## src/rtl/spi_ctl_pkg.sv

```systemverilog
package spi_ctl_pkg;

  localparam int REG_W     = 32;
  localparam int LEN_W     = 4;
  localparam int PMOD_W    = 4;
  localparam int CFG_LSB   = 16;
  localparam int CFG_MSB   = 30;
  localparam int EV_NE_BIT = 9;
  localparam int EV_NF_BIT = 8;

  typedef enum logic [2:0] {
    ADR_CFG  = 3'd0,
    ADR_EVT  = 3'd1,
    ADR_MASK = 3'd2,
    ADR_TX   = 3'd3,
    ADR_RX   = 3'd4
  } reg_adr_e;

  // packed in the same order as configuration bits 30 down to 16
  typedef struct packed {
    logic              loopback;
    logic              idle_high;
    logic              phase;
    logic              slow;
    logic              msb_first;
    logic              master;
    logic              enable;
    logic [LEN_W-1:0]  len_code;
    logic [PMOD_W-1:0] modulus;
  } cfg_t;

  // number of bits per character for a given length code
  function automatic logic [5:0] char_bits(input logic [LEN_W-1:0] code);
    logic [5:0] n;
    if (code == '0)          n = 6'd32;
    else if (code < 4'd3)    n = 6'd4;
    else                     n = {2'b00, code} + 6'd1;
    return n;
  endfunction

endpackage

```

## src/rtl/spi_sck_divider.sv

```systemverilog
module spi_sck_divider #(
  parameter int PM_W     = 4,
  parameter int PRESCALE = 16
) (
  input  logic            clk,
  input  logic            rst,
  input  logic            en,
  input  logic            slow,
  input  logic [PM_W-1:0] modulus,
  output logic            tick
);
  localparam int MAX_HALF = 2 * (2 ** PM_W) * PRESCALE;
  localparam int CNT_W    = $clog2(MAX_HALF);

  logic [CNT_W-1:0] cnt_q;
  logic [CNT_W:0]   half_len;

  assign half_len = slow ? (CNT_W+1)'((modulus + 1) * 2 * PRESCALE)
                         : (CNT_W+1)'((modulus + 1) * 2);
  assign tick = en && ({1'b0, cnt_q} == half_len - 1'b1);

  always_ff @(posedge clk) begin
    if (rst || !en || tick) cnt_q <= '0;
    else                    cnt_q <= cnt_q + 1'b1;
  end
endmodule

```

## src/rtl/spi_shift_engine.sv

```systemverilog
module spi_shift_engine #(
  parameter int DATA_W = 32,
  localparam int BITS_W = $clog2(DATA_W) + 1,
  localparam int EDGE_W = $clog2(2 * DATA_W)
) (
  input  logic              clk,
  input  logic              rst,
  input  logic              run,
  input  logic              idle_high,
  input  logic              phase,
  input  logic              msb_first,
  input  logic              loopback,
  input  logic [BITS_W-1:0] nbits,
  input  logic              start,
  input  logic [DATA_W-1:0] start_data,
  input  logic              tick,
  input  logic              miso,
  output logic              busy,
  output logic              done,
  output logic [DATA_W-1:0] rx_word,
  output logic              sck,
  output logic              mosi
);
  logic [EDGE_W-1:0] edge_q;
  logic [DATA_W-1:0] txsh_q, rxsh_q, load_val;
  logic [EDGE_W:0]   last_idx;
  logic [BITS_W-1:0] pad;
  logic              last_edge, leading, sample_now, drive_now, rx_in;
  logic              sck_q, mosi_q, busy_q, done_q;

  function automatic logic head_bit(input logic [DATA_W-1:0] v, input logic msb);
    return msb ? v[DATA_W-1] : v[0];
  endfunction

  function automatic logic [DATA_W-1:0] advance(input logic [DATA_W-1:0] v, input logic msb);
    return msb ? (v << 1) : (v >> 1);
  endfunction

  assign pad        = BITS_W'(DATA_W) - nbits;
  assign load_val   = msb_first ? (start_data << pad) : start_data;
  assign last_idx   = {nbits, 1'b0} - 1'b1;
  assign last_edge  = ({1'b0, edge_q} == last_idx);
  assign leading    = ~edge_q[0];
  assign sample_now = leading ^ phase;
  assign drive_now  = phase ? leading : (~leading & ~last_edge);
  assign rx_in      = loopback ? mosi_q : miso;

  always_ff @(posedge clk) begin
    if (rst) begin
      busy_q <= 1'b0;
      done_q <= 1'b0;
      edge_q <= '0;
      txsh_q <= '0;
      rxsh_q <= '0;
      sck_q  <= 1'b0;
      mosi_q <= 1'b0;
    end else begin
      done_q <= 1'b0;
      if (!run) begin
        busy_q <= 1'b0;
        edge_q <= '0;
        sck_q  <= idle_high;
        mosi_q <= 1'b0;
      end else if (start && !busy_q) begin
        busy_q <= 1'b1;
        edge_q <= '0;
        rxsh_q <= '0;
        sck_q  <= idle_high;
        if (!phase) begin
          mosi_q <= head_bit(load_val, msb_first);
          txsh_q <= advance(load_val, msb_first);
        end else begin
          txsh_q <= load_val;
        end
      end else if (busy_q && tick) begin
        sck_q  <= ~sck_q;
        edge_q <= edge_q + 1'b1;
        if (sample_now)
          rxsh_q <= msb_first ? {rxsh_q[DATA_W-2:0], rx_in} : {rx_in, rxsh_q[DATA_W-1:1]};
        if (drive_now) begin
          mosi_q <= head_bit(txsh_q, msb_first);
          txsh_q <= advance(txsh_q, msb_first);
        end
        if (last_edge) begin
          busy_q <= 1'b0;
          done_q <= 1'b1;
        end
      end else if (!busy_q) begin
        sck_q <= idle_high;
      end
    end
  end

  assign rx_word = msb_first ? rxsh_q : (rxsh_q >> pad);
  assign busy    = busy_q;
  assign done    = done_q;
  assign sck     = sck_q;
  assign mosi    = mosi_q;
endmodule

```

## src/rtl/spi_master_ctl.sv

```systemverilog
module spi_master_ctl
  import spi_ctl_pkg::*;
#(
  parameter int ADDR_W   = 3,
  parameter int PRESCALE = 16
) (
  input  logic              clk,
  input  logic              rst,
  input  logic              reg_wr,
  input  logic              reg_rd,
  input  logic [ADDR_W-1:0] reg_addr,
  input  logic [REG_W-1:0]  reg_wdata,
  output logic [REG_W-1:0]  reg_rdata,
  output logic              irq,
  output logic              sck,
  output logic              mosi,
  input  logic              miso
);
  localparam int BITS_W = $clog2(REG_W) + 1;

  cfg_t             cfg_q;
  logic             evt_ne_q, evt_nf_q, irq_q;
  logic [1:0]       mask_q;
  logic [REG_W-1:0] hold_q, rx_q, rdata_q, eng_rx;
  logic             hold_full_q;
  logic             run, cpol_w, sck_tick, eng_busy, eng_done, start, tx_accept;
  logic             wr_cfg, wr_evt, wr_mask, wr_tx;
  logic [BITS_W-1:0] nbits;

  assign run       = cfg_q.enable & cfg_q.master;
  assign cpol_w    = cfg_q.idle_high;
  assign nbits     = char_bits(cfg_q.len_code);
  assign wr_cfg    = reg_wr && (reg_addr == ADR_CFG);
  assign wr_evt    = reg_wr && (reg_addr == ADR_EVT);
  assign wr_mask   = reg_wr && (reg_addr == ADR_MASK);
  assign wr_tx     = reg_wr && (reg_addr == ADR_TX);
  assign tx_accept = wr_tx && run && !hold_full_q;
  assign start     = run && hold_full_q && !eng_busy;

  spi_sck_divider #(.PM_W(PMOD_W), .PRESCALE(PRESCALE)) u_div (
    .clk     (clk),
    .rst     (rst),
    .en      (eng_busy),
    .slow    (cfg_q.slow),
    .modulus (cfg_q.modulus),
    .tick    (sck_tick)
  );

  spi_shift_engine #(.DATA_W(REG_W)) u_eng (
    .clk        (clk),
    .rst        (rst),
    .run        (run),
    .idle_high  (cfg_q.idle_high),
    .phase      (cfg_q.phase),
    .msb_first  (cfg_q.msb_first),
    .loopback   (cfg_q.loopback),
    .nbits      (nbits),
    .start      (start),
    .start_data (hold_q),
    .tick       (sck_tick),
    .miso       (miso),
    .busy       (eng_busy),
    .done       (eng_done),
    .rx_word    (eng_rx),
    .sck        (sck),
    .mosi       (mosi)
  );

  // configuration and mask
  always_ff @(posedge clk) begin
    if (rst) begin
      cfg_q  <= '0;
      mask_q <= '0;
    end else begin
      if (wr_cfg)  cfg_q  <= cfg_t'(reg_wdata[CFG_MSB:CFG_LSB]);
      if (wr_mask) mask_q <= {reg_wdata[EV_NE_BIT], reg_wdata[EV_NF_BIT]};
    end
  end

  // holding buffer and receive register
  always_ff @(posedge clk) begin
    if (rst) begin
      hold_q      <= '0;
      hold_full_q <= 1'b0;
      rx_q        <= '0;
    end else begin
      if (!run || start) hold_full_q <= 1'b0;
      if (tx_accept) begin
        hold_q      <= reg_wdata;
        hold_full_q <= 1'b1;
      end
      if (eng_done) rx_q <= eng_rx;
    end
  end

  // events: set wins over a write-one clear
  always_ff @(posedge clk) begin
    if (rst) begin
      evt_ne_q <= 1'b0;
      evt_nf_q <= 1'b0;
      irq_q    <= 1'b0;
    end else begin
      evt_ne_q <= (evt_ne_q & ~(wr_evt & reg_wdata[EV_NE_BIT])) | eng_done;
      evt_nf_q <= (evt_nf_q & ~(wr_evt & reg_wdata[EV_NF_BIT]) & ~tx_accept) | start;
      irq_q    <= |({evt_ne_q, evt_nf_q} & mask_q);
    end
  end

  // registered read port
  always_ff @(posedge clk) begin
    if (rst) begin
      rdata_q <= '0;
    end else if (reg_rd) begin
      case (reg_addr)
        ADR_CFG:  rdata_q <= {1'b0, cfg_q, 16'h0000};
        ADR_EVT:  rdata_q <= {22'd0, evt_ne_q, evt_nf_q, 8'h00};
        ADR_MASK: rdata_q <= {22'd0, mask_q, 8'h00};
        ADR_RX:   rdata_q <= rx_q;
        default:  rdata_q <= '0;
      endcase
    end
  end

  assign reg_rdata = rdata_q;
  assign irq       = irq_q;
endmodule

```

## config.mk

```make
export PLATFORM = sky130hd
export DESIGN_NAME = spi_master_ctl
export DESIGN_NICKNAME = d
export VERILOG_FILES = /design/src/rtl/spi_ctl_pkg.sv /design/src/rtl/spi_sck_divider.sv /design/src/rtl/spi_shift_engine.sv /design/src/rtl/spi_master_ctl.sv
export SDC_FILE = /design/constraint.sdc
export NUM_CORES = 1
export LEC_CHECK = 0
export ABC_AREA = 1
export BUFFER_PORTS_ARGS = -buffer_cell sky130_fd_sc_hd__buf_2
export CAP_MARGIN = 40
export CORE_MARGIN = 2
export CORE_UTILIZATION = 55
export DETAILED_ROUTE_END_ITERATION = 6
export PLACE_DENSITY = 0.73
export SETUP_SLACK_MARGIN = 0.4
export SLEW_MARGIN = 20
export SYNTH_ARGS = -nofsm -noshare
export SYNTH_HDL_FRONTEND = slang
export SYNTH_SLANG_ARGS = --single-unit
export TNS_END_PERCENT = 100
```

## constraint.sdc

```tcl
create_clock -name clk -period 4.4 [get_ports clk]
set_input_delay 0.88 -clock clk [delete_from_list [all_inputs] [get_ports clk]]
set_output_delay 0.88 -clock clk [all_outputs]
set_load 0.01 [all_outputs]
```

==> flow_metrics.tcl <==
set metrics [dict create \
    rsz0062_at_grt "no" \
    crit_top_cell "inv_1" \
    postCtsResizedCells 0 \
    worst_slew_pin_slew_ps 923 \
    place_area_um2 13800 \
    avgRoutedWirePerCell_um 17.5 \
    syn-instance-count 2314 \
    drc_errors 0 \
    period_needed_ps 3310 \
    dp_hpwl_mm 33.5 \
    ys_ff_latch 200 \
    finalHoldViolCount 0 \
    drv_slew 0 \
    leakage_uw 0.00653 \
    finalSetupViolations 0 \
    grt_pass1_vias 13431 \
    io_pins 75 \
    fmax_mhz 302 \
    rows 57 \
    nNetsFinal 2337 \
    diodes 0 \
    critPathKind "register to register" \
    grt_use_total_pct 35.5 \
    dieArea_um2 25700 \
    cts_setup_buffers 0 \
    syn-mean-instance-area_um2 5.80 \
    insertion_delay_ps 460 \
    syn-num-nets 2361 \
    postCtsHoldBufs 0 \
    portBuffers 74 \
    worst_ep_required_time_ps 4770 \
    status "finished clean" \
    cp.arrival_ps 3680 \
    syn_to_final_growth_pct 7.96 \
    via_per_inst 5.76 \
    clock_path_buffers 2 \
    max-slew-margin-rel_pct 37.8 \
    clk_pin_slew_ps 100 \
    ys_warn_count 0 \
    grt_max_degree 99 \
    ant_nets 0 \
    cts.sinks 200 \
    drv_cap 0 \
    path_cells "inv_1 -> ha_1 -> inv_1 -> nand2_1 -> nand2_2 -> nand2_2 -> ha_1 -> inv_1 -> nand4_1 -> nand2_2 -> inv_2 -> buf_4 -> o21ai_0 -> o21ai_0 -> o211ai_1 -> nand2_1 -> inv_1" \
    final_layout_size_suffix_gt1_share_pct 8.16 \
    powerDensity_nw_per_um2 310 \
    grt_pass1_wl_mm 72.8 \
    slowest_delay_ps 510 \
    synth_seq_area_share_pct 29.8 \
    drt_pass1_iterations 6 \
    die_y_um 160 \
    cts_tree "yes" \
    endpoint_kind "register" \
    cts_buffers 17 \
    min_period_over_period_pct 75.2 \
    dieWidth_um 160 \
    grt.overflow.total 0 \
    final_area_um2 14500 \
    num_vias 15122 \
    cpMaxStageDelayCell "o21ai_0" \
    syn_area_um2 13400 \
    coreArea_um2 24200 \
    htree_levels 4 \
    hp-class "register to register" \
    crit_path_start_kind "register" \
    gp_congestion 0.982 \
    ys_types 40 \
    peakVddDrop_mv 0.256 \
    initial_utilization_pct 55.5 \
    fin_skew_ps 22.2 \
    ctsRootBufferMaster "clkbuf_16" \
    wl_mm 46.0 \
    critPathMaxFanout 36 \
    antenna_found_initial 0 \
    dr.first_iter.drc_count 1854 \
    fin_tns_setup_ps 0 \
]
==> critical path: cells and delay by family, from the launching register on <==
| kind | cells | cell delay, ps |
|---|---|---|
| AO/OA/AOI/OAI | 3 | 960 |
| buffers and inverters | 6 | 950 |
| AND/OR/NAND/NOR | 6 | 570 |
| adder cells (fa/ha/maj) | 2 | 390 |
| flip-flops | 1 | 350 |
==> layer usage <==
| metal | wire length, µm | GRT usage [%] |
|---|---|---|
| met5 | 0 | 0 |
| met4 | 1030 | 9.13 |
| met3 | 5020 | 8.29 |
| met2 | 18900 | 51.8 |
| met1 | 21000 | 52.6 |
==> stage by stage <==
step                      setup WS [ps]  utilization (%)  hold slack [ps]  total power, µW  std cells
final                              1090             60.0              460             4490       2627
after global routing                762             60.0              482             4650       2627
after CTS                          1170             59.8              465             4480       2625
after detailed placement           1190             57.1              453             2710       2593
after global placement             1240             57.0              447             2710       2591
after floorplan                     653                -              426             2470       2314
==> report_power, final <==
| group | internal (µW) | switching (µW) |
|---|---|---|
| clock | 825 | 971 |
| combinational | 231 | 634 |
| sequential | 1820 | 14.0 |
| total | 2880 | 1620 |
==> final timing paths <==
path	from	endpoint	slack, ps	depth (start not counted)
worst max-delay path	cfg_q[5]	rx_q[5]	1090	17
worst min-delay path	rx_q[7]	reg_rdata[7]	460	2
worst max register to register	cfg_q[5]	rx_q[5]	1090	17
worst min register to register	rx_q[7]	reg_rdata[7]	460	2
==> area by class of cell <==
type	count	area, µm²
clock buffers	17	425
clock inverters	15	230
fillers	2506	9680
inverters	182	686
multi-input cells	1786	8110
flip-flops and latches	200	4010
well taps	324	405
repair buffers	103	633
==> synth_stat cells, drive strengths merged <==
library cell	instances	share of area, %
o221ai	1	0.065
nand4	19	0.89
o211ai	17	0.95
a31oi	16	0.75
nand3b	1	0.056
o21ai	296	11
nor3	7	0.26
xor2	12	0.78
inv	177	5.0
ha	7	0.65
dfxtp	200	30
clkinv	5	0.14
nor2	213	6.4
a41oi	2	0.13
buf	57	2.2
a21oi	125	4.7
clkbuf	89	2.5
nor4	4	0.19
o31ai	1	0.056
nand2	780	22
or2	10	0.47
nand3	267	10
mux2i	7	0.52
a21boi	1	0.056
==> cells by family (layout without fill, tap and decap cells) <==
group | count (synthesis) | after routing | share of synthesized area, %
simple gates | 1301 | 1301 | 40.6
compound gates | 459 | 459 | 17.8
xor+xnor | 12 | 12 | 0.783
buf+inv | 328 | 317 | 9.83
mux | 7 | 7 | 0.522
fa+ha+maj | 7 | 7 | 0.652
flops | 200 | 200 | 29.8
==> sequential cells by signal, summed over array words and instances, names as in the netlist, 6 cells and up <==
signal / count
u_eng.rxsh_q: 32
u_eng.edge_q: 6
u_eng.txsh_q: 32
reg_rdata: 32
rx_q: 32
hold_q: 32
u_div.cnt_q: 9
cfg_q: 14
==> placed cells by master, fill, tap and decap left out, types with 14 or more instances in the layout <==
master       n
a21oi_1    124
nand2_1    770
o21ai_0    266
buf_2       75
nand4_1     19
inv_2       14
a31oi_1     16
o211ai_1    17
clkbuf_16   17
nand3_1    261
nor2_1     197
inv_1      162
buf_4       24
dfxtp_1    199
o21ai_1     29
nor2_2      14
Power figures use the tool's default switching activity.
